===== src/rtl/regbank_pkg.sv =====
package regbank_pkg;
    localparam int DW    = 16;
    localparam int SEL_W = DW / 8;

    typedef enum logic [0:0] {
        BUS_IDLE = 1'b0,
        BUS_ACK  = 1'b1
    } bus_state_t;

    localparam logic [DW-1:0] ID_WORD_A = 16'hDEAD;
    localparam logic [DW-1:0] ID_WORD_B = 16'hBEEF;

    localparam int A_ID_A   = 0;
    localparam int A_ID_B   = 1;
    localparam int A_SCR    = 2;
    localparam int A_PORT   = 3;
    localparam int A_DIV    = 8;
    localparam int A_PER    = 9;
    localparam int A_HI_LO  = 10;

    function automatic logic [DW-1:0] merge_bytes(
        input logic [DW-1:0]    old_v,
        input logic [DW-1:0]    new_v,
        input logic [SEL_W-1:0] sel
    );
        logic [DW-1:0] r;
        for (int b = 0; b < SEL_W; b++) begin
            r[b*8 +: 8] = sel[b] ? new_v[b*8 +: 8] : old_v[b*8 +: 8];
        end
        return r;
    endfunction
endpackage


===== src/rtl/wb_bus_fsm.sv =====
module wb_bus_fsm
    import regbank_pkg::*;
(
    input  logic clk,
    input  logic rst,
    input  logic cyc_i,
    input  logic stb_i,
    output logic ack_o,
    output logic take_o
);
    bus_state_t state_q, state_d;

    always_ff @(posedge clk) begin
        if (rst) state_q <= BUS_IDLE;
        else     state_q <= state_d;
    end

    always_comb begin
        state_d = state_q;
        unique case (state_q)
            BUS_IDLE: if (cyc_i && stb_i) state_d = BUS_ACK;
            BUS_ACK:  state_d = BUS_IDLE;
            default:  state_d = BUS_IDLE;
        endcase
    end

    always_comb begin
        ack_o  = (state_q == BUS_ACK);
        take_o = (state_q == BUS_IDLE) && cyc_i && stb_i;
    end


    ack_single_chk: assert property (@(posedge clk) disable iff (rst)
        ack_o |=> !ack_o);


    ack_after_req_chk: assert property (@(posedge clk) disable iff (rst)
        ack_o |-> $past(cyc_i && stb_i));
endmodule


===== src/rtl/wb_regfile.sv =====
module wb_regfile
    import regbank_pkg::*;
#(
    parameter int ADDR_W = 16,
    parameter int PIN_W  = 8,
    parameter int SW_W   = 4,
    parameter int CH_N   = 3
) (
    input  logic                   clk,
    input  logic                   rst,
    input  logic                   take_i,
    input  logic                   we_i,
    input  logic [ADDR_W-1:0]      adr_i,
    input  logic [SEL_W-1:0]       sel_i,
    input  logic [DW-1:0]          dat_i,
    input  logic [PIN_W-1:0]       pin_i,
    input  logic [SW_W-1:0]        switch_i,
    output logic [DW-1:0]          rd_o,
    output logic [DW-1:0]          port_o,
    output logic [DW-1:0]          div_o,
    output logic [DW-1:0]          per_o,
    output logic [(CH_N-1)*DW-1:0] hi_drv_o
);
    logic [DW-1:0] scr_q, port_q, div_q, per_q, rd_q, rd_mux;
    logic [DW-1:0] hi_q [CH_N];

    always_comb begin
        rd_mux = '0;
        if (adr_i == ADDR_W'(A_ID_A)) rd_mux = ID_WORD_A;
        if (adr_i == ADDR_W'(A_ID_B)) rd_mux = ID_WORD_B;
        if (adr_i == ADDR_W'(A_SCR))  rd_mux = scr_q;
        if (adr_i == ADDR_W'(A_PORT)) rd_mux = DW'({switch_i, pin_i});
        if (adr_i == ADDR_W'(A_DIV))  rd_mux = div_q;
        if (adr_i == ADDR_W'(A_PER))  rd_mux = per_q;
        for (int i = 0; i < CH_N; i++) begin
            if (adr_i == ADDR_W'(A_HI_LO + i)) rd_mux = hi_q[i];
        end
    end

    always_ff @(posedge clk) begin
        if (rst) begin
            scr_q  <= '0;
            port_q <= '0;
            div_q  <= '0;
            per_q  <= '0;
            rd_q   <= '0;
            for (int i = 0; i < CH_N; i++) hi_q[i] <= '0;
        end else if (take_i) begin
            if (we_i) begin
                if (adr_i == ADDR_W'(A_SCR))  scr_q  <= merge_bytes(scr_q, dat_i, sel_i);
                if (adr_i == ADDR_W'(A_PORT)) port_q <= merge_bytes(port_q, dat_i, sel_i);
                if (adr_i == ADDR_W'(A_DIV))  div_q  <= merge_bytes(div_q, dat_i, sel_i);
                if (adr_i == ADDR_W'(A_PER))  per_q  <= merge_bytes(per_q, dat_i, sel_i);
                for (int i = 0; i < CH_N; i++) begin
                    if (adr_i == ADDR_W'(A_HI_LO + i))
                        hi_q[i] <= merge_bytes(hi_q[i], dat_i, sel_i);
                end
            end else begin
                rd_q <= rd_mux;
            end
        end
    end

    assign rd_o   = rd_q;
    assign port_o = port_q;
    assign div_o  = div_q;
    assign per_o  = per_q;

    for (genvar g = 1; g < CH_N; g++) begin : g_drv
        assign hi_drv_o[(g-1)*DW +: DW] = hi_q[g];
    end


    port_hold_chk: assert property (@(posedge clk) disable iff (rst)
        !$past(take_i && we_i) |-> $stable(port_q));
endmodule


===== src/rtl/pwm_timebase.sv =====
module pwm_timebase
    import regbank_pkg::*;
(
    input  logic          clk,
    input  logic          rst,
    input  logic [DW-1:0] div_i,
    input  logic [DW-1:0] per_i,
    output logic [DW-1:0] ctr_o
);
    logic [DW-1:0] pre_q, ctr_q;
    logic          tick;
    logic [DW:0]   ctr_next;

    assign tick     = (pre_q >= div_i);
    assign ctr_next = {1'b0, ctr_q} + 1'b1;

    always_ff @(posedge clk) begin
        if (rst) begin
            pre_q <= '0;
            ctr_q <= '0;
        end else begin
            pre_q <= tick ? '0 : pre_q + 1'b1;
            if (tick) begin
                if (ctr_next >= {1'b0, per_i}) ctr_q <= '0;
                else                           ctr_q <= ctr_next[DW-1:0];
            end
        end
    end

    assign ctr_o = ctr_q;


    ctr_hold_chk: assert property (@(posedge clk) disable iff (rst)
        !tick |=> $stable(ctr_q));


    ctr_range_chk: assert property (@(posedge clk) disable iff (rst)
        (per_i != '0 && $stable(per_i) && $past(ctr_q) < per_i) |-> ctr_q < per_i);
endmodule


===== src/rtl/pwm_compare.sv =====
module pwm_compare
    import regbank_pkg::*;
(
    input  logic [DW-1:0] ctr_i,
    input  logic [DW-1:0] high_i,
    output logic          out_o
);
    assign out_o = (ctr_i < high_i);
endmodule


===== src/rtl/wb_regbank_pwm.sv =====
module wb_regbank_pwm
    import regbank_pkg::*;
#(
    parameter int ADDR_W = 16,
    parameter int PIN_W  = 8,
    parameter int SW_W   = 4,
    parameter int CH_N   = 3
) (
    input  logic              clk,
    input  logic              rst,
    input  logic              wb_cyc_i,
    input  logic              wb_stb_i,
    input  logic              wb_we_i,
    input  logic [ADDR_W-1:0] wb_adr_i,
    input  logic [SEL_W-1:0]  wb_sel_i,
    input  logic [DW-1:0]     wb_dat_i,
    output logic [DW-1:0]     wb_dat_o,
    output logic              wb_ack_o,
    output logic [DW-1:0]     port_out_o,
    input  logic [PIN_W-1:0]  pin_i,
    input  logic [SW_W-1:0]   switch_i,
    output logic [CH_N-2:0]   led_o
);
    localparam int LED_N = CH_N - 1;

    logic                take;
    logic [DW-1:0]       div_w, per_w, ctr_w;
    logic [LED_N*DW-1:0] hi_w;

    wb_bus_fsm u_fsm (
        .clk    (clk),
        .rst    (rst),
        .cyc_i  (wb_cyc_i),
        .stb_i  (wb_stb_i),
        .ack_o  (wb_ack_o),
        .take_o (take)
    );

    wb_regfile #(
        .ADDR_W (ADDR_W),
        .PIN_W  (PIN_W),
        .SW_W   (SW_W),
        .CH_N   (CH_N)
    ) u_regs (
        .clk      (clk),
        .rst      (rst),
        .take_i   (take),
        .we_i     (wb_we_i),
        .adr_i    (wb_adr_i),
        .sel_i    (wb_sel_i),
        .dat_i    (wb_dat_i),
        .pin_i    (pin_i),
        .switch_i (switch_i),
        .rd_o     (wb_dat_o),
        .port_o   (port_out_o),
        .div_o    (div_w),
        .per_o    (per_w),
        .hi_drv_o (hi_w)
    );

    pwm_timebase u_tb (
        .clk   (clk),
        .rst   (rst),
        .div_i (div_w),
        .per_i (per_w),
        .ctr_o (ctr_w)
    );

    for (genvar g = 0; g < LED_N; g++) begin : g_led
        pwm_compare u_cmp (
            .ctr_i  (ctr_w),
            .high_i (hi_w[g*DW +: DW]),
            .out_o  (led_o[g])
        );
    end
endmodule


===== config.mk =====
export PLATFORM = sky130hd
export DESIGN_NAME = wb_regbank_pwm
export DESIGN_NICKNAME = d
export VERILOG_FILES = /design/src/rtl/regbank_pkg.sv /design/src/rtl/wb_bus_fsm.sv /design/src/rtl/wb_regfile.sv /design/src/rtl/pwm_timebase.sv /design/src/rtl/pwm_compare.sv /design/src/rtl/wb_regbank_pwm.sv
export SDC_FILE = /design/constraint.sdc
export NUM_CORES = 1
export LEC_CHECK = 0
export BUFFER_PORTS_ARGS = -buffer_cell sky130_fd_sc_hd__buf_2
export CELL_PAD_IN_SITES_DETAIL_PLACEMENT = 0
export CELL_PAD_IN_SITES_GLOBAL_PLACEMENT = 1
export CORE_MARGIN = 1.5
export CORE_UTILIZATION = 41
export CTS_BUF_LIST = sky130_fd_sc_hd__clkbuf_8 sky130_fd_sc_hd__clkbuf_16
export DETAILED_ROUTE_END_ITERATION = 16
export GPL_TIMING_DRIVEN = 1
export PLACE_DENSITY_LB_ADDON = 0.1
export SLEW_MARGIN = 40
export SYNTH_ARGS = -nofsm -noshare
export SYNTH_HDL_FRONTEND = slang
export SYNTH_SLANG_ARGS = --single-unit

===== constraint.sdc =====
create_clock -name clk -period 6.9 [get_ports clk]
set_clock_uncertainty 0.15 [all_clocks]
set_input_delay 0.345 -clock clk [delete_from_list [all_inputs] [get_ports clk]]
set_output_delay 0.345 -clock clk [all_outputs]
set_load 0.03 [all_outputs]

Yosys cells after proc, flatten, opt, wreduce, memory -nomap -nowiden
Memory sizes are Yosys's and may differ from the RTL's. Cells that the tools add are included.

Output and inout bits: 35. RAM bits: 48. Flip-flop bits (word level): 113. Input bits: 51. Memories: 1.

$add $sub $neg: 2. Eq/ne operators: 8. Reductions and logical operators: 14. Muxes and demuxes: 38. Bitwise gates (word level): 5. $lt $le $gt $ge: 4.

Memories: u_regs.hi_q (depth 3, bits a word 16, rd ports 3, clocked after Yosys merged registers in 0, write ports 3, RTL line wb_regfile.sv:25) `logic [DW-1:0] hi_q [CH_N];`.

Operators by type and width (number): 2-to-1 mux 16 bit (13); equality test 16 x 4 -> 1 bit, second input constant (5); 2-to-1 mux 8 bit (6); equality test 16 x 2 -> 1 bit, second input constant (2); < comparator 16 bit (2); AND reduction 4 bit (8); 2-to-1 mux 1 bit (18); adder 16 x 1 -> 17 bit, second input constant (1); greater-or-equal comparator 17 x 16 -> 1 bit (1); adder 16 x 1 -> 16 bit, second input constant (1); equality test 16 x 1 -> 1 bit, second input constant (1); greater-or-equal comparator 16 bit (1); zero test 16 bit (1); logical AND 1 bit (3); bitwise OR 1 bit (3); inverter 1 bit (2); one-hot mux 1 bit (2 select lines) (1); AND reduction 2 bit (1); OR reduction 2 bit (1).

Longest topological paths before layout
Gate-level depths: netlist of run 1.

Depth after elaboration: 10. Depth in mapped cells: 16.

Cells and area by module
From an unflattened synthesis of run 1, not the netlist that was laid out.

Cell total of the unflattened synthesis: 1034. Area total of the unflattened synthesis: 9132.5 um^2.

Modules (own cells, without submodules): wb_regfile (times used 1, area each 5874.4 um^2, sequential area each 3042.9 um^2, cells an instance 616); pwm_timebase (times used 1, area each 2466.1 um^2, sequential area each 640.6 um^2, cells an instance 311); pwm_compare (times used 2, area each 375.4 um^2, sequential area each 0.0 um^2, cells an instance 52); wb_bus_fsm (times used 1, area each 41.3 um^2, sequential area each 20.0 um^2, cells an instance 3).

Worst setup path before layout of run 1
Ideal clock, no wire load.

Path kind: register -> register. Start: register u_tb.ctr_q[2] (netlist: u_tb.ctr_o[2]). End: register u_tb.ctr_q[1] (netlist: u_tb.ctr_o[1]). Setup time: 70 ps. Slack: 3702 ps. Stages on the path, launching flop included: 17. Arrival: 2978 ps. Clock period less this slack: 3198 ps. Cell sequence: dfxtp_1 -> and3_1 -> and3_1 -> clkbuf_1 -> and3_1 -> nand2_1 -> nand2_1 -> nand2_1 -> ha_1 -> a21o_1 -> a21oi_1 -> a21o_1 -> a41o_1 -> clkbuf_1 -> clkbuf_1 -> nand3_1 -> a21oi_1.

Longest elaborated chain between the ends: 3.

RTL lines: start: declaration (RTL line pwm_timebase.sv:10) `logic [DW-1:0] pre_q, ctr_q;`; start signal: assignment (RTL line pwm_timebase.sv:25) `else ctr_q <= ctr_next[DW-1:0];`; adder 16 x 1 -> 17 bit (RTL line pwm_timebase.sv:15) `assign ctr_next = {1'b0, ctr_q} + 1'b1;`; greater-or-equal comparator 17 x 16 -> 1 bit (RTL line pwm_timebase.sv:24) `if (ctr_next >= {1'b0, per_i}) ctr_q <= '0;`; 2-to-1 mux 16 bit (RTL line pwm_timebase.sv:24).

No other way between the ends. A chain may end at the register's enable or synchronous reset.

Worst setup path after layout of run 1
Start: register u_tb.ctr_q[2] (netlist: u_tb.ctr_o[2]). End: register u_tb.ctr_q[11] (netlist: u_tb.ctr_o[11]).

Longest elaborated chain between the ends: 3.

RTL lines (RTL line): adder 16 x 1 -> 17 bit (*) (pwm_timebase.sv:15); greater-or-equal comparator 17 x 16 -> 1 bit (pwm_timebase.sv:24); 2-to-1 mux 16 bit (*) (pwm_timebase.sv:24).

Mark *: on every way between the ends. The rest lies on a longest branch, timed or not.

==> impl_metrics.yaml, run 1 <==
outcome:
  outcome: "completed"
worst_setup_path:
  path_max_fanout: 18
  required_ns: 7.11
  worstSetupStartpointType: "register"
  endpoint_kind: "register"
  arrival_ns: 3.98
  crit_type: "reg -> reg"
grt:
  grt_max_degree: 80
  antenna_found_initial: 2
  grt_pass1_wl_mm: 40.90
  grt_overflow_total: 0
  grt_pass1_vias: 6993
  grtUsageTotal: 0.2466
detailed_routing:
  ant_nets: 0
  met3_length_mm: 1.419
  m1WireLength_mm: 12.70
  remaining_drc_errors: 0
  via_count: 7178
  first_iter_violations: 405
  post_drt_wl_per_cell_um: 19.98
  dr.pass1.iters: 4
  routed_wl_mm: 26.17
  wl_met2_mm: 11.52
  vias_per_cell: 5.479
  top_layer: "met5"
run:
  maxCapViolCount: 0
placement:
  place.gp.congestion: 0.9145
  port_buffers: 85
  numPlacedInstances: 1278
  place_ws_ns: 2.970
  dpl.hpwl_mm: 19.66
yosys:
  yosysSeqAreaShare: 0.4218
  synth_cells: 954
  synth_flop_cell: "dfxtp_1"
  syn_area_per_cell_um2: 9.204
  syn-num-nets: 1069
  synth-seq-cells: 161
  synth_area_um2: 8781
  yosysWarnings: 0
  synthArstFlopShare: 0
  synth_cell_types: 68
  synth_edf_count: 48
die:
  core-area_um2: 21020
  pin_count: 86
  floorplan.initialDensity: 0.4177
  dieArea_um2: 22300
  die_h_um: 149.3
  rows: 53
  die_w_um: 149.3
sta:
  final_max_slew_viol_count: 0
  tightestPinTransition_ns: 0.7760
  setup_viol: 0
  finalSetupTns_ns: 0
  rsz0062_at_grt: "false"
  layout_setup_ws_ns: 3.122
  report.final.hold_viol_count: 0
  finalCritPeriodShare: 0.5475
  max_freq_mhz: 264.7
  fin_crit_ns: 3.778
  worst_slew_margin_rel: 0.4792
clocking:
  cts_tree: "yes"
  clk_pin_slew_worst_paths_ns: 0.07
  clock_latency_ns: 0.44
  cts_setup_buffers: 0
  cts_buffer_depth: 2
  cts_resized: 0
  cts_hold_buf: 0
  cts_root_buf: "clkbuf_16"
  cts_buffers: 17
  cts.htree.levels: 4
  cts_sinks: 161
power_and_ir_drop:
  vdd_drop_max_uv: 170.4
  power_density_nw_per_um2: 202.7
  p_leak_nw: 3.944
cells_and_area:
  syn2layout_area_growth_pct: 13.49
  drive_gt1_frac: 0.1536
  fill_cells: 2048
  finalNetCount: 1137
  final_util: 0.4741
  stdcell_count: 1310
  antenna_cells: 0
worst_hold_path:
  holdCritPathClass: "in -> reg"
[cell families after synthesis]
family / share of synthesized area
multiplexers: 0.06270
XOR/XNOR: 0.02394
flip-flops: 0.4218
AND/OR/NAND/NOR: 0.1861
AO/OA/AOI/OAI: 0.1572
buffers and inverters: 0.05714
adder cells (fa/ha/maj): 0.09119
[power breakdown]
part	switching (mW)	internal (mW)
clock	0.432	0.470
sequential	0.00836	0.987
combinational	0.0823	0.0399
[cell usage in the layout (no fill, tap or decap), drive strengths merged, types with 3 or more instances in the layout]
| cell | instances |
|---|---|
| nor3 | 8 |
| a211oi | 13 |
| nor3b | 3 |
| nand2b | 6 |
| and4 | 5 |
| dfxtp | 113 |
| and2 | 19 |
| o41a | 5 |
| or2 | 4 |
| or3 | 6 |
| edfxtp | 48 |
| o2111ai | 7 |
| a21o | 17 |
| nor4 | 13 |
| and3 | 11 |
| xnor2 | 7 |
| nand4 | 22 |
| nor2b | 3 |
| nor2 | 67 |
| nand2 | 129 |
| a221oi | 9 |
| o21a | 5 |
| o22ai | 6 |
| mux2i | 37 |
| o21ai | 31 |
| buf | 96 |
| inv | 81 |
| or4 | 4 |
| ha | 64 |
| o31ai | 4 |
| nand3 | 17 |
| a21oi | 101 |
| xor2 | 17 |
| mux4 | 8 |
| clkbuf | 17 |
| clkinv | 6 |
| a21boi | 3 |
[flip-flops by register name, summed over array words and instances (netlist names)]
register and count:
u_regs.hi_q 48, u_regs.div_o 16, u_regs.per_o 16, u_regs.port_o 16
u_regs.rd_o 16, u_regs.scr_q 16, u_tb.ctr_o 16, u_tb.pre_q 16
u_fsm.ack_o 1
[cell type report]
cell class	instances	area (um^2)	share of cell area
clock buffers	17	425.4	0.04269
well taps	275	344.1	0.03453
repair buffers	96	514.2	0.05160
flip-flops and latches	161	3704	0.3716
multi-input cells	673	4578	0.4594
inverters	73	274.0	0.02750
clock inverters	15	126.4	0.01268
[synthesized netlist by cell type, types with 4 or more instances]
cell         n  area [um^2]
xnor2_1      7        61.31
inv_1       73        274.0
ha_1        64        800.8
o21a_1       5        37.54
and4_1       5        43.79
and3_1      11        68.82
buf_2        4        20.02
nor2_4       5        56.30
nand2b_1     6        37.54
nand3_1     15        75.07
o41a_1       5        56.30
nand2_1    127        476.7
a211oi_1    13        97.59
or3_1        6        37.54
xor2_1      17        148.9
a221oi_1     9        78.83
mux2i_1     37        370.4
a21o_1      17        127.6
o22ai_1      6        37.54
clkbuf_1    30        112.6
a21oi_1    100        500.5
mux4_2       8        180.2
o31ai_1      4        30.03
dfxtp_1    113         2262
and2_1      18        112.6
nor2_1      62        232.7
o2111ai_1    7        61.31
buf_4        4        30.03
edfxtp_1    48         1441
nor3_1       4        20.02
nand4_1     22        137.6
o21ai_0     28        140.1
nor4_1      11        68.82
[layer usage]
layer  track usage  up-vias
li1              -     3555
met1        0.3500     3407
met2        0.3694      176
met3       0.05627       36
met4       0.07871        4
met5             0        -
[critical path, stage by stage, from the launching register on]
cell and delay, ns:
dfxtp_1 0.46, and3_1 0.25, and3_1 0.30, and3_1 0.27
nand2_1 0.10, nand2_1 0.09, nand2_1 0.07, ha_1 0.31
a21o_1 0.18, a21oi_1 0.26, a21o_1 0.17, a41o_1 0.53
nand3_1 0.31, o22ai_1 0.23
[final timing paths]
kind | start | endpoint | slack, ns | depth (start not counted)
worst max-delay path | u_tb.ctr_o[2] | u_tb.ctr_o[11] | 3.12 | 13
worst min-delay path | wb_stb_i | u_fsm.ack_o | 0.04 | 3
worst max register to register | u_tb.ctr_o[2] | u_tb.ctr_o[11] | 3.12 | 13
worst min register to register | u_regs.scr_q[4] | u_regs.scr_q[4] | 0.30 | 2
[per-stage QoR]
stage	power, mW	instance area, um^2	hold WS [ns]
finish	2.020	9966	0.03870
global route	2.086	9966	0.04232
CTS	2.037	9961	0.02984
detailed placement	1.139	9409	0.2913
global placement	1.139	9405	0.2874
floorplan	1.084	8781	0.2787
No activity file was read; power rests on OpenSTA's default activity.
==> inputs of run 2 (changes only) <==
--- a/config.mk
+++ b/config.mk
@@ -5,11 +5,12 @@
 export SDC_FILE = /design/constraint.sdc
 export NUM_CORES = 1
 export LEC_CHECK = 0
+export ABC_AREA = 1
 export BUFFER_PORTS_ARGS = -buffer_cell sky130_fd_sc_hd__buf_2
 export CELL_PAD_IN_SITES_DETAIL_PLACEMENT = 0
 export CELL_PAD_IN_SITES_GLOBAL_PLACEMENT = 1
 export CORE_MARGIN = 1.5
-export CORE_UTILIZATION = 41
+export CORE_UTILIZATION = 40
 export CTS_BUF_LIST = sky130_fd_sc_hd__clkbuf_8 sky130_fd_sc_hd__clkbuf_16
 export DETAILED_ROUTE_END_ITERATION = 16
 export GPL_TIMING_DRIVEN = 1
==> constraint.sdc (replaced) <==
create_clock -name clk -period 3.08 [get_ports clk]
set_clock_uncertainty 0.15 [all_clocks]
set_input_delay 0.154 -clock clk [delete_from_list [all_inputs] [get_ports clk]]
set_output_delay 0.154 -clock clk [all_outputs]
set_load 0.03 [all_outputs]
==> impl_metrics.yaml, run 2 <==
yosys:
  synth_cell_types: 43
  synth-compound-area-share: 0.1452
  yosys-top-cells-area: "dfxtp_1 (25%), edfxtp_1 (16%), ha_1 (9.0%)"
  yosys.area_share.simple: 0.2337
  synthArstFlopShare: 0
  synth_top_area_share: 0.2531
  yosysSeqAreaShare: 0.4144
  synthMuxAreaShare: 0
  synth_top_area_cell: "dfxtp_1"
  synth-seq-cells: 161
  synth_cells: 1115
  synth-xor-area-share: 0.02254
  syn-num-nets: 1230
  synth.top_cells.by_count: "nand2_1 (155), inv_1 (154), nor2_1 (125), a21oi_1 (121), dfxtp_1 (113)"
  yosysMostFrequentCell: "nand2_1"
  synth_flop_cell: "dfxtp_1"
  syn_area_per_cell_um2: 8.016
  synth_edf_count: 48
  synth_area_um2: 8937
  synth_top_family_by_area: "simple AND/OR/NAND/NOR gates"
  synthAdderAreaFrac: 0.08960
  yosysWarnings: 0
grt:
  grt_max_degree: 51
  grtUsageTotal: 0.2397
  grt_pass1_vias: 7365
  antenna_found_initial: 0
  grt_overflow_total: 0
  grt_pass1_wl_mm: 42.87
power_and_ir_drop:
  switching_power_mw: 1.133
  power_density_nw_per_um2: 432.1
  p_clk_frac: 0.465
  p_int_mw: 3.409
  combPwrFrac: 0.048
  p_seq_frac: 0.488
  swShare: 0.2495
  p_leak_nw: 4.672
  vdd_drop_max_uv: 325.1
worst_setup_path:
  endpoint_kind: "register"
  crit_type: "reg -> reg"
  required_ns: 3.30
  r2r_setup_slack_ns: 0.20
  critPathLaunch: "u_tb.ctr_o[0]"
  worstSetupStartpointType: "register"
  crit_path_end: "u_tb.ctr_o[2]"
  arrival_ns: 3.10
  worstReg2RegEnd: "u_tb.ctr_o[2]"
  worst-r2r-cell-count: 18
  critical_path.reg2reg.startpoint: "u_tb.ctr_o[0]"
  path_max_fanout: 3
sta:
  setup_viol: 0
  worst_slew_margin_rel: 0.4711
  tightestPinTransition_ns: 0.7910
  whs_ns: 0.01711
  report.final.hold_viol_count: 0
  finalCritPeriodShare: 0.9339
  fin_crit_ns: 2.876
  max_freq_mhz: 347.6
  final_max_slew_viol_count: 0
cells_and_area:
  regMostFlops: "u_regs.hi_q"
  fill_cells: 2240
  syn2layout_area_growth_pct: 17.61
  largest_reg_flops: 48
  antenna_cells: 0
  stdcell_count: 1519
  layout_common_cells: "inv_1 (155), nand2_1 (155), nor2_1 (124), a21oi_1 (118), dfxtp_1 (113)"
  drive_gt1_frac: 0.1638
  finalNetCount: 1341
clocking:
  cts_buffers: 17
  cts_root_buf: "clkbuf_16"
  clk_pin_slew_worst_paths_ns: 0.07
  cts_buffer_depth: 2
  cts_tree: "yes"
  clock_latency_ns: 0.43
  cts_sinks: 161
  cts.htree.levels: 4
detailed_routing:
  dr.pass1.iters: 9
  remaining_drc_errors: 0
  vias_per_cell: 5.142
  ant_nets: 0
  first_iter_violations: 666
  post_drt_wl_per_cell_um: 18.06
  via_count: 7811
  routed_wl_mm: 27.43
placement:
  numPlacedInstances: 1468
  port_buffers: 85
  dpl.hpwl_mm: 21.40
  place.gp.congestion: 0.8396
die:
  rows: 54
  die_w_um: 152.5
  floorplan.initialDensity: 0.4083
  dieArea_um2: 23250
  core-area_um2: 21890
  die_h_um: 152.5
  pin_count: 86
worst_hold_path:
  holdCritPathClass: "in -> reg"
run:
  maxCapViolCount: 0
outcome:
  outcome: "completed"
[run 2: per-layer routing]
layer | track usage | vias to the layer above | share of wire
met5 | 0 | - | 0
met4 | 0.05403 | 0 | 0.012
met3 | 0.03641 | 23 | 0.041
met2 | 0.3697 | 185 | 0.44
met1 | 0.3534 | 3606 | 0.51
li1 | - | 3997 | -
[run 2: area by class of cell]
type,count,area [um^2],area share
clock inverters,15,146.4,0.01393
multi-input cells,753,4459,0.4242
inverters,160,600.6,0.05714
well taps,280,350.3,0.03333
clock buffers,17,425.4,0.04047
flip-flops and latches,161,3704,0.3523
repair buffers,133,825.8,0.07856
[run 2: cell families after synthesis]
kind of cell,Yosys count
buf+inv,202
flops,161
compound gates,228
xor+xnor,23
fa+ha+maj,64
simple gates,437
[run 2: stage by stage]
stage	utilization	total power [mW]	instance area (um^2)	setup WS (ns)	TNS, ns
after global placement	0.4428	2.463	9693	0.1640	0
after detailed placement	0.4431	2.464	9701	0.06447	0
after CTS	0.4766	4.571	10430	0.05503	0
after floorplan	-	2.361	8937	0.3621	0
after global routing	0.4802	4.682	10510	-0.01176	-0.01420
final	0.4802	4.542	10510	0.2035	0
[run 2: timing repair]
action,CTS,global route
endpoints found under the hold margin,37,0
hold buffers,16,0
setup buffers,0,2
resized for setup,0,10
endpoints found under the setup margin,0,16
[run 2: worst min path at each step]
stage	startpoint	end	slack, ns	cells past startpoint
2_1_floorplan	wb_dat_i[0]	u_regs.port_o[0]	0.20	2
3_3_place_gp	u_tb.pre_q[0]	u_tb.pre_q[0]	0.30	1
3_5_place_dp	u_regs.rd_o[8]	u_regs.rd_o[8]	0.30	2
4_1_cts	wb_dat_i[7]	u_regs.port_o[7]	0.005	3
5_1_grt	wb_dat_i[7]	u_regs.port_o[7]	0.06	3
6_report	wb_dat_i[7]	u_regs.port_o[7]	0.02	3
[run 2: worst max-delay path: stages, from the launching register on]
cell and delay (ns):
dfxtp_1 0.34, ha_1 0.20, nand3_2 0.15, nor2_4 0.17, nand2_1 0.10, nor2_2 0.12, xor2_1 0.21, ha_1 0.30
nand2_1 0.14, o21bai_1 0.12, nand2_1 0.07, nand4_1 0.08, nand2_1 0.09, nor2_4 0.15, buf_4 0.13, nand4_1 0.08
nand2_1 0.08, nand2_1 0.05, nor2_1 0.09
[run 2: power groups by stage]
stage / logic [mW] / clock network [mW] / registers [mW]
6_report: 0.217 / 2.11 / 2.21
5_1_grt: 0.239 / 2.23 / 2.22
4_1_cts: 0.217 / 2.14 / 2.21
3_5_place_dp: 0.201 / 0 / 2.26
3_3_place_gp: 0.201 / 0 / 2.26
2_1_floorplan: 0.104 / 0 / 2.26
==> inputs of run 3 (changes only) <==
--- a/config.mk
+++ b/config.mk
@@ -7,6 +7,7 @@
 export LEC_CHECK = 0
 export ABC_AREA = 1
 export BUFFER_PORTS_ARGS = -buffer_cell sky130_fd_sc_hd__buf_2
+export CAP_MARGIN = 5
 export CELL_PAD_IN_SITES_DETAIL_PLACEMENT = 0
 export CELL_PAD_IN_SITES_GLOBAL_PLACEMENT = 1
 export CORE_MARGIN = 1.5
@@ -14,7 +15,7 @@
 export CTS_BUF_LIST = sky130_fd_sc_hd__clkbuf_8 sky130_fd_sc_hd__clkbuf_16
 export DETAILED_ROUTE_END_ITERATION = 16
 export GPL_TIMING_DRIVEN = 1
-export PLACE_DENSITY_LB_ADDON = 0.1
+export PLACE_DENSITY_LB_ADDON = 0.2
 export SLEW_MARGIN = 40
 export SYNTH_ARGS = -nofsm -noshare
 export SYNTH_HDL_FRONTEND = slang
==> impl_metrics.yaml, run 3 (synthesis results as in run 2) <==
clocking:
  cts_tree: "yes"
  cts_buffer_depth: 2
  cts_buffers: 17
  cts.htree.levels: 4
  clock_latency_ns: 0.44
  cts_root_buf: "clkbuf_16"
  clk_pin_slew_worst_paths_ns: 0.08
  cts_sinks: 161
power_and_ir_drop:
  power_density_nw_per_um2: 432.8
  p_leak_nw: 4.649
  power_mw: 4.531
  vdd_drop_max_uv: 334.5
sta:
  max_freq_mhz: 347.3
  tightestPinTransition_ns: 0.7473
  worst_slew_margin_rel: 0.5003
  whs_ns: 0.006895
  final_max_slew_viol_count: 0
  fin_crit_ns: 2.879
  finalSetupTns_ns: 0
  setup_viol: 0
  report.final.hold_viol_count: 0
  finalCritPeriodShare: 0.9349
grt:
  grt_pass1_vias: 7518
  grt_max_degree: 38
  grt_pass1_wl_mm: 42.64
  grt_overflow_total: 0
  grtUsageTotal: 0.2404
  antenna_found_initial: 0
die:
  dieArea_um2: 23250
  core-area_um2: 21890
  die_w_um: 152.5
  pin_count: 86
  floorplan.initialDensity: 0.4083
  rows: 54
  die_h_um: 152.5
worst_setup_path:
  arrival_ns: 3.05
  cp_common_cell: "nand2_1"
  required_ns: 3.25
  endpoint_kind: "register"
  worst-r2r-cell-count: 14
  path_max_fanout: 11
  crit_type: "reg -> reg"
  crit_slowest_cell: "dfxtp_1"
  worstSetupStartpointType: "register"
  path_cells: "ha_2, nand3_2, nor2_4, nand2_1, nor2_2, nand2_1, xor2_2, ha_1, nand4_1, nor4_1, nand2_1, buf_4, nand4_1, a21oi_1"
  crit_path_max_incr_delay_ns: 0.34
detailed_routing:
  remaining_drc_errors: 0
  vias_per_cell: 5.176
  ant_nets: 0
  first_iter_violations: 462
  dr.pass1.iters: 5
  routed_wl_mm: 27.39
  post_drt_wl_per_cell_um: 18.08
  via_count: 7842
placement:
  place.gp.congestion: 0.8439
  port_buffers: 85
  dpl.hpwl_mm: 20.79
  dpl-instance-area_um2: 9701
worst_hold_path:
  holdCritPathClass: "in -> reg"
  hold_depth: 3
cells_and_area:
  drive_gt1_frac: 0.1652
  regMostFlops: "u_regs.hi_q"
  fill_cells: 2249
  final_util: 0.4783
  postLayoutCellArea_um2: 10470
  syn2layout_area_growth_pct: 17.15
  antenna_cells: 0
  layout_common_cells: "nand2_1 (155), inv_1 (154), nor2_1 (124), a21oi_1 (119), dfxtp_1 (112)"
  finalNetCount: 1337
  final_common_cell: "nand2_1"
  largest_reg_flops: 48
run:
  maxCapViolCount: 0
outcome:
  outcome: "completed"
==> run 3: area by class of cell <==
type / count / area [um^2] / area share
Sequential cell: 161 / 3705 / 0.3538
Timing Repair Buffer: 130 / 805.8 / 0.07696
Inverter: 160 / 600.6 / 0.05736
Multi-Input combinational cell: 752 / 4423 / 0.4224
Clock inverter: 15 / 160.2 / 0.01530
Clock buffer: 17 / 425.4 / 0.04063
Tap cell: 280 / 350.3 / 0.03346
==> run 3: timing repair <==
action                                  4_1_cts  5_1_grt
gates resized for setup                       0        7
endpoints found under the setup margin        0       16
hold buffers                                 12        0
buffers inserted                              0        3
hold endpoints to repair                     22        0
==> run 3: critical path: cells and delay by family (launching register included) <==
kind            cells  cell delay, ns
simple gates        9            1.28
fa+ha+maj           2            0.52
flops               1            0.34
buf+inv             1            0.23
xor+xnor            1            0.17
compound gates      1            0.06
==> run 3: stage by stage <==
step	std cells	setup slack (ns)
5_1_grt	1515	-0.008720
3_5_place_dp	1468	0.08536
2_1_floorplan	1115	0.3621
4_1_cts	1512	0.02773
6_report	1515	0.2006
3_3_place_gp	1468	0.1560
==> run 3: worst paths after layout <==
kind,from,endpoint,slack [ns]
worst min register to register,u_regs.rd_o[10],u_regs.rd_o[10],0.31
worst max-delay path,u_tb.ctr_o[0],u_tb.ctr_o[5],0.20
worst min-delay path,wb_dat_i[5],u_regs.port_o[5],0.007
worst max register to register,u_tb.ctr_o[0],u_tb.ctr_o[5],0.20
==> run 3: layer usage <==
metal,GRT usage,vias to the layer above,wire length [um]
met5,0,-,0
met4,0.06273,0,508
met3,0.04266,38,1283
met2,0.3924,205,12720
met1,0.3294,3609,12870
li1,-,3990,-
==> run 3: report_power, final <==
group	internal, mW	leakage (nW)	switching (mW)	total (mW)
clock	1.08	0.283	1.02	2.10
combinational	0.0655	2.97	0.148	0.213
sequential	2.20	1.40	0.0133	2.21
total	3.35	4.65	1.18	4.53
